--- config.mk ---
export PLATFORM = sky130hd
export DESIGN_NAME = audio_ser_tx
export DESIGN_NICKNAME = d
export VERILOG_FILES = /design/src/rtl/audio_ser_pkg.sv /design/src/rtl/audio_ser_mclk.sv /design/src/rtl/audio_ser_sclk.sv /design/src/rtl/audio_ser_frame.sv /design/src/rtl/audio_ser_tx.sv
export SDC_FILE = /design/constraint.sdc
export NUM_CORES = 1
export LEC_CHECK = 0
export BUFFER_PORTS_ARGS = -buffer_cell sky130_fd_sc_hd__clkbuf_2
export CORE_UTILIZATION = 30
export DETAILED_ROUTE_END_ITERATION = 10
export PLACE_DENSITY = 0.54
export SLEW_MARGIN = 30
export SYNTH_ARGS = -nofsm -noshare
export SYNTH_HDL_FRONTEND = slang
export SYNTH_SLANG_ARGS = --single-unit
--- constraint.sdc ---
create_clock -name clk -period 3.78 [get_ports clk]
set_input_delay 0.378 -clock clk [delete_from_list [all_inputs] [get_ports clk]]
set_output_delay 0.378 -clock clk [all_outputs]
set_load 0.01 [all_outputs]
--- src/rtl/audio_ser_pkg.sv ---
package audio_ser_pkg;

   typedef struct packed {
      logic [1:0] fmt;
      logic [1:0] wl;
   } ser_cfg_t;

   // alignment clock level that marks the left channel
   function automatic logic left_level(input logic [1:0] fmt);
      return fmt[1] ? 1'b0 : 1'b1;
   endfunction

   function automatic int unsigned word_bits(input logic [1:0] wl);
      case (wl)
         2'b00:   return 16;
         2'b01:   return 20;
         default: return 24;
      endcase
   endfunction

endpackage

--- src/rtl/audio_ser_mclk.sv ---
module audio_ser_mclk #(
   parameter int CLK_DIV = 4
) (
   input  logic clk,
   input  logic rst_n,
   input  logic en,
   output logic bclk,
   output logic fall
);
   localparam int HALF = CLK_DIV / 2;
   localparam int CW   = (HALF > 1) ? $clog2(HALF) : 1;
   localparam logic [CW-1:0] CNT_LAST = CW'(HALF - 1);

   logic [CW-1:0] cnt_q;
   logic          bclk_q;
   logic          tick;

   assign tick = en && (cnt_q == CNT_LAST);
   assign fall = tick && bclk_q;
   assign bclk = bclk_q;

   always_ff @(posedge clk) begin
      if (!rst_n || !en) begin
         cnt_q  <= '0;
         bclk_q <= 1'b0;
      end else if (tick) begin
         cnt_q  <= '0;
         bclk_q <= ~bclk_q;
      end else begin
         cnt_q  <= cnt_q + 1'b1;
      end
   end
endmodule

--- src/rtl/audio_ser_sclk.sv ---
module audio_ser_sclk #(
   parameter int SYNC_STAGES = 2
) (
   input  logic clk,
   input  logic rst_n,
   input  logic en,
   input  logic bclk_ext,
   input  logic lrclk_ext,
   output logic fall,
   output logic lr_level
);
   localparam int LAST = SYNC_STAGES - 1;

   logic [SYNC_STAGES-1:0] b_sync;
   logic [SYNC_STAGES-1:0] l_sync;
   logic                   b_prev_q;

   always_ff @(posedge clk) begin
      if (!rst_n) begin
         b_sync   <= '0;
         l_sync   <= '0;
         b_prev_q <= 1'b0;
      end else begin
         b_sync[0] <= bclk_ext;
         l_sync[0] <= lrclk_ext;
         for (int i = 1; i < SYNC_STAGES; i++) begin
            b_sync[i] <= b_sync[i-1];
            l_sync[i] <= l_sync[i-1];
         end
         b_prev_q <= b_sync[LAST];
      end
   end

   assign fall     = en && b_prev_q && !b_sync[LAST];
   assign lr_level = l_sync[LAST];
endmodule

--- src/rtl/audio_ser_frame.sv ---
module audio_ser_frame
   import audio_ser_pkg::*;
#(
   parameter int SAMPLE_W   = 24,
   parameter int HALF_SLOTS = 32
) (
   input  logic                clk,
   input  logic                rst_n,
   input  logic                master,
   input  logic                fall,
   input  logic                lr_in,
   input  logic [1:0]          fmt_sel,
   input  logic [1:0]          wl_sel,
   input  logic [SAMPLE_W-1:0] left_in,
   input  logic [SAMPLE_W-1:0] right_in,
   output logic                take,
   output logic                lrclk,
   output logic                dout
);
   localparam int POS_W = $clog2(HALF_SLOTS);
   localparam int LW    = POS_W + 1;
   localparam logic [POS_W-1:0] POS_LAST = POS_W'(HALF_SLOTS - 1);

   logic [POS_W-1:0]    pos_q, npos;
   logic                ch_q, nch, nstart, lr_prev_q, lr_chg;
   ser_cfg_t            cfg_q, ncfg;
   logic [SAMPLE_W-1:0] left_q, right_q, nleft, nright, nsample, shifted;
   logic [LW-1:0]       wbits_v, lead_v, pos_ext, jj;
   logic                nbit, nlr, in_word;
   logic                lrclk_q, dout_q, take_q;

   always_comb begin
      lr_chg = lr_in != lr_prev_q;
      if (master) begin
         npos   = (pos_q == POS_LAST) ? '0 : pos_q + 1'b1;
         nch    = (pos_q == POS_LAST) ? ~ch_q : ch_q;
         nstart = (pos_q == POS_LAST) && ch_q;
      end else begin
         npos   = lr_chg ? '0 : ((pos_q == POS_LAST) ? pos_q : pos_q + 1'b1);
         nstart = lr_chg && (lr_in == left_level(fmt_sel));
         nch    = lr_chg ? ~nstart : ch_q;
      end
      ncfg    = nstart ? '{fmt: fmt_sel, wl: wl_sel} : cfg_q;
      nleft   = nstart ? left_in  : left_q;
      nright  = nstart ? right_in : right_q;
      nsample = nch ? nright : nleft;
      wbits_v = LW'(word_bits(ncfg.wl));
      case (ncfg.fmt)
         2'b00:   lead_v = LW'(HALF_SLOTS) - wbits_v;
         2'b01:   lead_v = '0;
         default: lead_v = LW'(1);
      endcase
      pos_ext = {1'b0, npos};
      jj      = pos_ext - lead_v;
      in_word = (pos_ext >= lead_v) && (jj < wbits_v);
      shifted = nsample << jj;
      nbit    = in_word && shifted[SAMPLE_W-1];
      nlr     = nch ? ~left_level(ncfg.fmt) : left_level(ncfg.fmt);
   end

   always_ff @(posedge clk) begin
      if (!rst_n) begin
         pos_q     <= POS_LAST;
         ch_q      <= 1'b1;
         lr_prev_q <= 1'b0;
         cfg_q     <= '0;
         left_q    <= '0;
         right_q   <= '0;
         lrclk_q   <= 1'b0;
         dout_q    <= 1'b0;
         take_q    <= 1'b0;
      end else begin
         take_q <= fall && nstart;
         if (fall) begin
            pos_q     <= npos;
            ch_q      <= nch;
            lr_prev_q <= lr_in;
            cfg_q     <= ncfg;
            left_q    <= nleft;
            right_q   <= nright;
            lrclk_q   <= nlr;
            dout_q    <= nbit;
         end
      end
   end

   assign take  = take_q;
   assign lrclk = lrclk_q;
   assign dout  = dout_q;
endmodule

--- src/rtl/audio_ser_tx.sv ---
module audio_ser_tx #(
   parameter int SAMPLE_W    = 24,
   parameter int HALF_SLOTS  = 32,
   parameter int CLK_DIV     = 4,
   parameter int SYNC_STAGES = 2
) (
   input  logic                clk,
   input  logic                rst_n,
   input  logic                ms,
   input  logic [1:0]          fmt_sel,
   input  logic [1:0]          wl_sel,
   input  logic [SAMPLE_W-1:0] left_in,
   input  logic [SAMPLE_W-1:0] right_in,
   output logic                take,
   input  logic                bclk_i,
   input  logic                lrclk_i,
   output logic                bclk_o,
   output logic                lrclk_o,
   output logic                clk_oe,
   output logic                dout
);
   generate
      if (SAMPLE_W < 24) begin : g_bad_width
         $error("SAMPLE_W must hold a 24-bit word");
      end
      if (HALF_SLOTS < SAMPLE_W + 1 || (HALF_SLOTS & (HALF_SLOTS - 1)) != 0) begin : g_bad_slots
         $error("HALF_SLOTS must be a power of two above SAMPLE_W");
      end
      if (CLK_DIV < 2 || (CLK_DIV % 2) != 0) begin : g_bad_div
         $error("CLK_DIV must be even and at least 2");
      end
      if (SYNC_STAGES < 2) begin : g_bad_sync
         $error("SYNC_STAGES must be at least 2");
      end
   endgenerate

   logic m_fall, s_fall, s_lr, fall;

   audio_ser_mclk #(.CLK_DIV(CLK_DIV)) u_mclk (
      .clk(clk), .rst_n(rst_n), .en(ms), .bclk(bclk_o), .fall(m_fall)
   );

   audio_ser_sclk #(.SYNC_STAGES(SYNC_STAGES)) u_sclk (
      .clk(clk), .rst_n(rst_n), .en(!ms), .bclk_ext(bclk_i),
      .lrclk_ext(lrclk_i), .fall(s_fall), .lr_level(s_lr)
   );

   assign fall   = ms ? m_fall : s_fall;
   assign clk_oe = ms;

   audio_ser_frame #(.SAMPLE_W(SAMPLE_W), .HALF_SLOTS(HALF_SLOTS)) u_frame (
      .clk(clk), .rst_n(rst_n), .master(ms), .fall(fall), .lr_in(s_lr),
      .fmt_sel(fmt_sel), .wl_sel(wl_sel), .left_in(left_in),
      .right_in(right_in), .take(take), .lrclk(lrclk_o), .dout(dout)
   );
endmodule

* Word-level counts from Yosys, hierarchy flattened
Index checks and enable logic that the tools add are counted.
** Storage, ports and cells
- Bits in registers :: 69
- Latch bits :: 0
- RAM bits :: 0
- ROM bits :: 0
- Input port bits :: 57
- Output and inout port bits :: 5
- Word-level logic and storage cells :: 64
- Memories kept :: 0
** Cells by class
- $add $sub $neg :: 4
- $mul :: 0
- Div/mod/pow operators :: 0
- $lt $le $gt $ge :: 2
- Equal/unequal tests :: 5
- Shifts and indexed selects :: 1
- Multiplexer cells :: 18
- Bitwise logic cells :: 3
- Reduce and logical (&&, ||, !) cells :: 16
** Operators with widths (count)
- 2-to-1 mux 24 bit :: 3
- << shifter 24 x 6 -> 24 bit :: 1
- 2-to-1 mux 5 bit :: 4
- case mux 6 bit (2 select lines) :: 1
- logical AND 1 bit :: 9
- 2-to-1 mux 1 bit :: 8
- case mux 4 bit (2 select lines) :: 1
- greater-or-equal comparator 5 x 6 -> 1 bit :: 1
- less-than comparator 6 x 5 -> 1 bit :: 1
- subtractor 5 x 6 -> 6 bit :: 1
- subtractor 6 x 5 -> 6 bit, first input constant :: 1
- adder 5 x 1 -> 5 bit, second input constant :: 1
- equality test 5 bit, second input constant :: 1
- equality test 2 x 1 -> 1 bit, second input constant :: 2
- zero test 2 bit :: 2
- 2-to-1 mux 4 bit :: 1
- zero test 1 bit :: 3
- inverter 1 bit :: 3
- OR reduction 2 bit :: 1
- adder 1 bit, second input constant :: 1
- equality test 1 bit :: 1
- logical OR 1 bit :: 1
- != test 1 bit :: 1

* Logic depth before layout (Yosys ltp)
Gate-level depths: netlist (run 1).
- Depth after elaboration :: 13
- Gate-level depth with buffers :: 20
- Mapped depth without buffers :: 19

* Hierarchy
Synthesis (run 1) repeated with hierarchy kept, for this count alone.
** Unflattened totals
- Cells, all modules :: 344
- Area, all modules :: 3621.0 µm²
** By module, submodules not included
- audio_ser_frame :: times used 1, cells each 323, area an instance 3385.7 µm², seq. area each 1241.2 µm²
- audio_ser_sclk :: times used 1, cells each 11, area an instance 141.4 µm², seq. area each 100.1 µm²
- audio_ser_mclk :: times used 1, cells each 7, area an instance 67.6 µm², seq. area each 40.0 µm²
- audio_ser_tx :: times used 1, cells each 3, area an instance 26.3 µm², seq. area each 0.0 µm²

* Worst setup path before layout (run 1)
Ideal clock, no wire load.
- Kind :: register to register
- Start point :: reg u_frame.pos_q[1]
- End point :: reg u_frame.dout_q, in the netlist u_frame.dout
- Library setup time :: 60 ps
- Arrival time :: 3988 ps
- Data required time :: 3720 ps
- Slack :: -268 ps
- Stages on the path, launching flop included :: 19
- Buffers on the path :: 2
- Clock period less this slack :: 4048 ps
- Cell sequence :: dfxtp_1 > ha_1 > nand3_1 > inv_1 > ha_1 > ha_1 > mux2_2 > clkbuf_1 > mux2i_1 > and3_1 > nand3b_1 > ha_1 > xor2_1 > clkbuf_1 > a2111oi_0 > a41o_1 > a311o_1 > o311ai_1 > a32o_1
** Between the ends
- Longest elaborated chain between the ends :: 12
- Elaborated cells between the ends (all ways) :: 27
- Those cells by class :: 3 x add/sub; 2 x order compare; 3 x eq/ne; 1 x shift; 13 x mux; 5 x reduce/logical
** RTL lines
- start: declaration :: line audio_ser_frame.sv:24 : logic [POS_W-1:0] pos_q, npos;
- start signal: assignment :: line audio_ser_frame.sv:75 : pos_q <= npos;
- equality test 5 bit
- logical AND 1 bit :: line audio_ser_frame.sv:37 : nstart = (pos_q == POS_LAST) && ch_q;
- 2-to-1 mux 1 bit :: line audio_ser_frame.sv:34 : if (master) begin
- 2-to-1 mux 4 bit :: line audio_ser_frame.sv:43 : ncfg = nstart ? '{fmt: fmt_sel, wl: wl_sel} : cfg_q;
- equality test 2 x 1 -> 1 bit / zero test 2 bit (equally long branches) :: line audio_ser_pkg.sv:14 : case (wl)
- case mux 4 bit (2 select lines) :: line audio_ser_pkg.sv:14
- subtractor 6 x 5 -> 6 bit :: line audio_ser_frame.sv:49 : 2'b00: lead_v = LW'(HALF_SLOTS) - wbits_v;
- case mux 6 bit (2 select lines) :: line audio_ser_frame.sv:48 : case (ncfg.fmt)
- subtractor 5 x 6 -> 6 bit :: line audio_ser_frame.sv:54 : jj = pos_ext - lead_v;
- less-than comparator 6 x 5 -> 1 bit :: line audio_ser_frame.sv:55 : in_word = (pos_ext >= lead_v) && (jj < wbits_v);
- logical AND 1 bit :: line audio_ser_frame.sv:55
- logical AND 1 bit (*) :: line audio_ser_frame.sv:57 : nbit = in_word && shifted[SAMPLE_W-1];
- end signal: assignment :: line audio_ser_frame.sv:82 : dout_q <= nbit;
- end: declaration :: line audio_ser_frame.sv:30 : logic lrclk_q, dout_q, take_q;
Every way passes the cells marked *; elsewhere a longest branch is shown, timed or not.
A chain may end at the register's enable or synchronous reset.

* Final worst setup path (run 1)
- Start point :: reg u_frame.pos_q[0]
- End point :: reg u_frame.dout_q, in the netlist u_frame.dout
The elaborated chain is that of the path after synthesis.

==> out/qor.csv, run 1 <==
metric;value;unit
outcome;complete, no violations;
path_depth;19;
start_util;0.3103;
min_path_type;input port to flip-flop;
yosys.area_share.simple;0.2187;
end_kind;flip-flop;
crit_fanout;5;
slew_headroom;0.4029;
grt_max_degree;46;
cp_cell_sequence;ha_4 -> nand3_2 -> inv_2 -> ha_4 -> ha_4 -> mux2_4 -> mux2i_4 -> and3_4 -> nand3b_1 -> ha_4 -> inv_2 -> a31o_2 -> nor2b_4 -> xnor2_2 -> ha_1 -> a211oi_2 -> nor2_1 -> nor3_1 -> a32o_1;
vias;3576;
grt_pass1_wl;18430;um
fp.coreArea;12720;um^2
grt_antenna_before_repair;0;
fin_crit;3616;ps
cts_tree;done;
drt_first_pass_iters;4;
fmaxAchievable;0.2766;GHz
placed_cells;692;
skew;6.469;ps
syn-cell-area;3948;um^2
place_congestion;0.8931;
avgSynthCellArea;8.471;um^2
clk_latency;340;ps
drtIter0Drc;273;
fin_nets;600;
p_leak;1.884;nW
cts-root-buf;clkbuf_16;
drc;0;
yosys_warnings;0;
slew_violations;0;
rr_worst_depth;19;
ys_seq_elements;69;
grt_usage;0.1794;
ctsHtreeMaxLevel;3;
start_kind;flip-flop;
crit_path_frequent_cell;ha_4;
criticalPathCategory;flip-flop to flip-flop;
critPathBufInv;2;
avgViaCountPerCell;5.044;
final_hold_viol_count;0;
first_global_vias;3615;
postCtsHoldBufs;0;
hpwlAfterDp;8059;um
antenna_left;0;
syn2layout_area_growth;25.45;%
whs_path_depth;2;
setup_viol;0;
synthMuxAreaShare;0.1189;
cp.required;4060;ps
period_share;0.9565;
portBuffers;61;
max_stage_delay;360;ps
syn-num-nets;534;
utilization;0.3893;
fin_cells;709;
post_synth_inst_count;466;
cts_max_path_buffers;2;
row_count;41;
tightest_slew;889.6;ps
synth-xor-area-share;0.02187;
synthAdderAreaFrac;0.03487;
wire_per_inst;15.66;um
p_per_area;422.8;nW/um^2
ys_seq_area_frac;0.3499;
die-area;13620;um^2
synth_top_family_by_area;simple AND/OR/NAND/NOR gates;
ioPinCount;62;
synth_compound_area_frac;0.2070;
synth-main-ff-cell;dfxtp_1;
die_x;116.7;um
wirelength;11100;um
drv_cap;0;
overflow;0;
cp_top_family;adder cells;
drive_gt1_frac;0.2644;
slowest_stage;dfxtp_4;
cts.sinks;69;
path_clk_slew;60;ps
synth_edf_count;0;
cts_made_buffers;9;
diodes;0;
die_height;116.7;um
irDropWorstVdd;0.2182;mV
synthDistinctLibCells;53;
critical_path_arrival;3900;ps
async_flop_share;0;
## worst register-to-register path: stages (launching register included)
cell and delay, ps:
dfxtp_4 360, ha_4 160, nand3_2 80, inv_2 50
ha_4 170, ha_4 150, mux2_4 310, mux2i_4 180
and3_4 210, nand3b_1 120, ha_4 330, inv_2 50
a31o_2 220, nor2b_4 130, xnor2_2 160, ha_1 270
a211oi_2 220, nor2_1 70, nor3_1 180, a32o_1 140
## cells in the mapped netlist, types with 2 or more instances
cell type  number  area share
nor2b_1         4      0.0063
a211oi_1        5      0.0095
nand2_1       135        0.13
mux4_1          4       0.027
mux2_2          2      0.0057
dfxtp_1        69        0.35
o311ai_0        2      0.0044
nor2_1         14       0.013
o21ai_0         8       0.010
nand3_1        15       0.019
a41o_1          2      0.0051
and3_1          3      0.0048
ha_1           11       0.035
a2111oi_0       2      0.0044
buf_6           2      0.0057
and2_1         11       0.017
o21a_1          2      0.0038
a22oi_1         3      0.0057
buf_2           4      0.0051
a21oi_1         8       0.010
mux4_2         11       0.063
mux2i_1         8       0.020
clkbuf_1       25       0.024
nand3b_1        4      0.0076
xor2_1          3      0.0067
a31oi_1         5      0.0079
o21ai_2         2      0.0044
nor3_1          6      0.0076
nand4_1         5      0.0079
a211o_1         2      0.0044
nand2b_1        2      0.0032
inv_1           8      0.0076
a21boi_0       50       0.095
xnor2_1         5       0.011
o2111ai_1       4      0.0089
a311o_1         2      0.0051
a2111oi_2       2      0.0076
## worst paths after layout
path	slack [ps]	startpoint	end
min	250	lrclk_i	u_sclk.l_sync[0]
max reg2reg	160	u_frame.pos_q[0]	u_frame.dout
min reg2reg	430	u_sclk.l_sync[0]	u_sclk.l_sync[1]
max	160	u_frame.pos_q[0]	u_frame.dout
## metrics by stage
stage / setup WS [ps] / area (um^2) / total power [mW] / hold slack, ps / TNS [ps]
after floorplan: 18.09 / 4003 / 1.099 / 411.9 / 0
after global placement: 78.72 / 4576 / 1.281 / 424.4 / 0
after detailed placement: -7.101 / 4576 / 1.284 / 421.6 / -7.101
after CTS: 12.05 / 4863 / 2.083 / 235.5 / 0
after global routing: -47.91 / 4952 / 2.205 / 236.6 / -47.91
final: 164.3 / 4952 / 2.094 / 246.2 / 0
## placed cells by master (no fill, tap or decap), drive strengths merged, types with 9 or more instances in the layout
| cell type | count |
|---|---|
| nand2 | 135 |
| clkbuf | 76 |
| dfxtp | 69 |
| a21boi | 50 |
| buf | 27 |
| nand3 | 15 |
| mux4 | 15 |
| nor2 | 14 |
| o21ai | 12 |
| and2 | 11 |
| ha | 11 |
| mux2i | 9 |
| inv | 9 |
## metal layers
| metal | share of wire | GRT usage | wire (um) | up-vias |
|---|---|---|---|---|
| met3 | 0.051 | 0.05293 | 570 | 15 |
| met2 | 0.48 | 0.2856 | 5370 | 81 |
| li1 | - | - | - | 1767 |
| met4 | 0.018 | 0.05738 | 202 | 0 |
| met1 | 0.45 | 0.2328 | 4957 | 1713 |
| met5 | 0 | 0 | 0 | - |
## report_power, final
group | total [mW] | internal (mW) | switching, mW
combinational | 0.566 | 0.267 | 0.298
sequential | 0.744 | 0.738 | 0.00688
clock | 0.784 | 0.480 | 0.304
total | 2.09 | 1.48 | 0.609
## layout make-up
cell class / instances / area, um^2
timing repair buffer: 88 / 520.5
clock inverter: 1 / 5.005
multi-input combinational: 355 / 2524
sequential: 69 / 1386
inverter: 9 / 33.78
tap: 172 / 215.2
clock buffer: 15 / 267.8
fill: 1342 / 7770
## flip-flops by register name (all words and copies together), names as in the netlist
signal / count
u_sclk.l_sync: 2
u_frame.pos_q: 5
u_mclk.cnt_q: 1
u_sclk.b_prev_q: 1
u_frame.lr_prev_q: 1
u_frame.left_q: 24
u_frame.lrclk: 1
u_sclk.b_sync: 2
u_frame.take: 1
u_frame.dout: 1
u_frame.cfg_q: 4
u_mclk.bclk: 1
u_frame.right_q: 24
u_frame.ch_q: 1
## what timing repair did
item                       CTS  global route
pin swaps                    0            11
setup buffers                0             1
gates resized for setup      3            17
setup endpoints to repair    1             1
## cells by family (layout without fill, tap and decap cells)
logic type                 count (synthesis)  count (layout)
adders and majority gates                 11              11
muxes                                     26              26
AOI/OAI and AO/OA                        108             108
DFF                                       69              69
and+or+nand+nor                          201             201
xor gates and xnor gates                   9               9
buffers and inverters                     42             113
Power figures use the tool's default switching activity.
==> run 2: changes to the inputs <==
- MAX_ROUTING_LAYER: default -> met4
==> out/qor.csv, run 2 (synthesized netlist as in run 1, its figures left out) <==
metric;value;unit
utilization;0.3893;
ioPinCount;62;
cp.required;4060;ps
cts_made_buffers;9;
drtIter0Drc;243;
syn2layout_area_growth;25.45;%
wire_per_inst;15.71;um
p_sw_frac;0.2904;
critical_path_arrival;3910;ps
die_height;116.7;um
vias;3561;
outcome;complete, no violations;
grt_antenna_before_repair;0;
cts-root-buf;clkbuf_16;
avgViaCountPerCell;5.023;
fillers;1342;
slew_violations;0;
grt_max_degree;46;
drive_gt1_frac;0.2644;
hpwlAfterDp;8059;um
cp_cell_sequence;ha_4 -> nand3_2 -> inv_2 -> ha_4 -> ha_4 -> mux2_4 -> mux2i_4 -> and3_4 -> nand3b_1 -> ha_4 -> inv_2 -> a31o_2 -> nor2b_4 -> xnor2_2 -> ha_1 -> a211oi_2 -> nor2_1 -> nor3_1 -> a32o_1;
drt_first_pass_iters;4;
p_per_area;422.4;nW/um^2
crit_path_frequent_cell;ha_4;
postCtsHoldBufs;0;
portBuffers;61;
die_x;116.7;um
tns;0;ps
final_hold_viol_count;0;
wirelength;11140;um
first_global_vias;3608;
ctsHtreeMaxLevel;3;
slowest_stage;dfxtp_4;
drv_cap;0;
skew;8.690;ps
grt_usage;0.1850;
final_common_cell;nand2_1;
max_stage_delay;360;ps
fmaxAchievable;0.2753;GHz
reg_top3;u_frame.left_q (24), u_frame.right_q (24), u_frame.pos_q (5);
row_count;41;
start_kind;flip-flop;
cts.sinks;69;
crit_fanout;5;
p_int;1.485;mW
comb_power_share;0.271;
path_clk_slew;60;ps
critPathBufInv;2;
layout_common_cells;nand2_1, dfxtp_1, clkbuf_2, a21boi_0, buf_4;
cts_max_path_buffers;2;
die-area;13620;um^2
p_leak;1.884;nW
overflow;0;
min_path_type;input port to flip-flop;
criticalPathCategory;flip-flop to flip-flop;
antenna_left;0;
fin_area;4952;um^2
multi_input_area;2524;um^2
seq_area;1386;um^2
start_util;0.3103;
clock_power_share;0.373;
period_share;0.9608;
place_congestion;0.9082;
irDropWorstVdd;0.2176;mV
end_kind;flip-flop;
slew_headroom;0.4072;
tightest_slew;883.2;ps
diodes;0;
drc;0;
grt_pass1_wl;18450;um
fin_crit;3632;ps
p_seq_frac;0.356;
clk_latency;340;ps
place_area;4576;um^2
fp.coreArea;12720;um^2
cp_top_family;adder cells;
fin_nets;600;
setup_viol;0;
switchingPower;0.6075;mW
cts_tree;done;
## run 2: cell counts in the layout (fill, tap and decap cells not counted)
No cell type changed its count.
## run 2: final cells by class
cell class	instances	share of cell area
clock buffer	15	0.05407
clock inverter	1	0.001011
inverter	9	0.006822
multi-input combinational	355	0.5096
sequential	69	0.2799
tap	172	0.04346
timing repair buffer	88	0.1051
## run 2: worst register-to-register path, cell delays in order (launching register included)
cell,delay [ps]
dfxtp_4,360
ha_4,160
nand3_2,80
inv_2,50
ha_4,170
ha_4,150
mux2_4,310
mux2i_4,180
and3_4,200
nand3b_1,120
ha_4,330
inv_2,50
a31o_2,220
nor2b_4,130
xnor2_2,160
ha_1,270
a211oi_2,220
nor2_1,70
nor3_1,180
a32o_1,140
## run 2: path summary, 6_finish.rpt
path,startpoint,endpoint,slack (ps),cells after the start
hold / removal,lrclk_i,u_sclk.l_sync[0],250,2
setup reg to reg,u_frame.pos_q[0],u_frame.dout,150,19
setup / recovery,u_frame.pos_q[0],u_frame.dout,150,19
hold reg to reg,u_sclk.l_sync[0],u_sclk.l_sync[1],430,1
## run 2: metrics by stage
step	hold slack (ps)	power [mW]	setup WS, ps	std cells
2_1_floorplan	411.9	1.099	18.09	466
3_3_place_gp	424.4	1.281	78.72	692
3_5_place_dp	421.6	1.284	-7.101	692
4_1_cts	235.5	2.083	12.05	708
5_1_grt	236.6	2.204	-47.86	709
6_report	245.8	2.092	148.2	709
## run 2: repair_timing
item                                    CTS  global route
endpoints found under the setup margin    1             1
pin swaps                                 0            11
gates resized for setup                   3            17
buffers inserted                          0             1
## run 2: power groups by stage
stage	Clock, mW	Sequential (mW)	Combinational, mW
after global routing	0.843	0.745	0.616
after detailed placement	0	0.760	0.524
after CTS	0.805	0.744	0.534
after global placement	0	0.760	0.522
after floorplan	0	0.759	0.340
final	0.781	0.744	0.566
## run 2: per-layer routing
metal | GRT usage | wire length [um]
met1 | 0.2340 | 5112
met2 | 0.2856 | 5391
met3 | 0.05138 | 510
met4 | 0.05738 | 123
met5 | - | 0
==> run 3: changes to the inputs <==
--- a/config.mk
+++ b/config.mk
@@ -7,8 +7,9 @@
 export LEC_CHECK = 0
 export BUFFER_PORTS_ARGS = -buffer_cell sky130_fd_sc_hd__clkbuf_2
-export CORE_UTILIZATION = 30
+export CORE_UTILIZATION = 45
+export CTS_CLUSTER_SIZE = 40
 export DETAILED_ROUTE_END_ITERATION = 10
 export MAX_ROUTING_LAYER = met4
-export PLACE_DENSITY = 0.54
+export PLACE_DENSITY = 0.73
 export SLEW_MARGIN = 30
 export SYNTH_ARGS = -nofsm -noshare
==> constraint.sdc (replaced) <==
create_clock -name clk -period 3.78 [get_ports clk]
set_input_delay 0.567 -clock clk [delete_from_list [all_inputs] [get_ports clk]]
set_output_delay 0.567 -clock clk [all_outputs]
set_load 0.01 [all_outputs]
==> out/qor.csv, run 3 (synthesized netlist as in run 1, its figures left out) <==
metric;value;unit
start_util;0.4733;
drc;0;
hpwlAfterDp;7254;um
final_common_cell;nand2_1;
slew_violations;0;
drtIter0Drc;300;
end_kind;flip-flop;
postCtsHoldBufs;0;
min_path_type;input port to flip-flop;
die_height;95.66;um
fin_area;4896;um^2
die_x;95.66;um
cts_max_path_buffers;2;
layout_common_cells;nand2_1, dfxtp_1, clkbuf_2, a21boi_0, buf_4;
wire_per_inst;15.77;um
row_count;33;
critical_path_arrival;3940;ps
diodes;0;
crit_fanout;4;
cts.sinks;69;
antenna_left;0;
drt_first_pass_iters;5;
fin_nets;606;
grt_antenna_before_repair;0;
power;2.055;mW
portBuffers;61;
p_leak;1.905;nW
ctsHtreeMaxLevel;3;
final_hold_viol_count;0;
cts_tree;done;
outcome;complete, no violations;
cp.required;4040;ps
die-area;9151;um^2
grt_max_degree;51;
avgViaCountPerCell;5.687;
slew_headroom;0.3887;
fmaxAchievable;0.2711;GHz
irDropWorstVdd;0.2196;mV
path_clk_slew;80;ps
place_congestion;0.8929;
grt_usage;0.2412;
cts_made_buffers;9;
first_global_vias;3391;
rsz0062_at_grt;yes;
p_per_area;419.7;nW/um^2
cts-root-buf;clkbuf_8;
ioPinCount;62;
criticalPathCategory;flip-flop to flip-flop;
skew;8.241;ps
period_share;0.9757;
syn2layout_area_growth;24.03;%
wirelength;10220;um
clk_latency;360;ps
grt_pass1_wl;16170;um
overflow;0;
vias;3685;
tightest_slew;910.8;ps
fp.coreArea;8341;um^2
place_area;4477;um^2
setup_viol;0;
fin_crit;3688;ps
reg_top3;u_frame.left_q (24), u_frame.right_q (24), u_frame.pos_q (5);
start_kind;flip-flop;
drv_cap;0;
drive_gt1_frac;0.2781;
run 3: cell count changes in the layout (fill, tap and decap cells not counted), sizes merged:
| cell | delta |
|---|---|
| buf | +6 |
| clkinv | +1 |
| clkinvlp | +1 |
| clkbuf | -5 |
| bufinv | +3 |
run 3: final cells by class:
class,instances,area [um^2]
tap,105,131.4
sequential,69,1386
inverter,9,33.78
clock inverter,6,111.4
clock buffer,10,127.6
multi-input combinational,355,2532
timing repair buffer,94,573.1
fill,737,3445
run 3: final timing paths:
kind,startpoint,to,slack [ps],depth (start not counted)
worst min-delay path,bclk_i,u_sclk.b_sync[0],410,2
worst min register to register,u_sclk.l_sync[0],u_sclk.l_sync[1],440,1
worst max-delay path,u_frame.pos_q[0],u_frame.dout,90,18
worst max register to register,u_frame.pos_q[0],u_frame.dout,90,18
run 3: stage by stage:
stage / setup TNS (ps) / cells / util / hold WS [ps] / setup slack [ps]
floorplan: 0 / 466 / - / 411.9 / 18.09
global placement: 0 / 624 / 0.5368 / 417.4 / 69.77
detailed placement: -28.51 / 624 / 0.5368 / 425.6 / -28.51
CTS: 0 / 641 / 0.5683 / 408.0 / 3.323
global route: -100.2 / 648 / 0.5870 / 410.9 / -100.2
finish: 0 / 648 / 0.5870 / 412.1 / 91.97
run 3: critical path, stage by stage, from the launching register on:
cell,delay [ps]
dfxtp_4,360
ha_4,150
nand3_2,80
inv_2,50
ha_4,160
ha_4,150
mux2_4,310
mux2i_4,200
and3_4,220
nand3b_1,130
ha_4,360
xnor2_4,90
or3_1,380
a41o_1,220
a31oi_1,150
a31oi_1,110
nand4_1,110
o311ai_1,110
a32o_2,240
run 3: layer usage:
| metal | global-route usage | routed length, um | up-vias |
|---|---|---|---|
| met5 | - | 0 | - |
| met4 | 0.1082 | 240 | 0 |
| met3 | 0.03828 | 525 | 27 |
| met2 | 0.3792 | 4939 | 127 |
| met1 | 0.3056 | 4514 | 1744 |
| li1 | - | - | 1787 |
run 3: where the power goes:
| group | total, mW | internal [mW] | switching [mW] | leakage, nW |
|---|---|---|---|---|
| registers | 0.743 | 0.736 | 0.00716 | 0.557 |
| logic | 0.578 | 0.284 | 0.294 | 1.23 |
| clock network | 0.733 | 0.438 | 0.295 | 0.116 |
run 3: repair_timing:
action / CTS / global route
pin swaps: 0 / 13
buffers inserted: 1 / 7
cloned: 0 / 0
hold endpoints to repair: 0 / 0
gates resized for setup: 3 / 22
endpoints found under the setup margin: 1 / 1
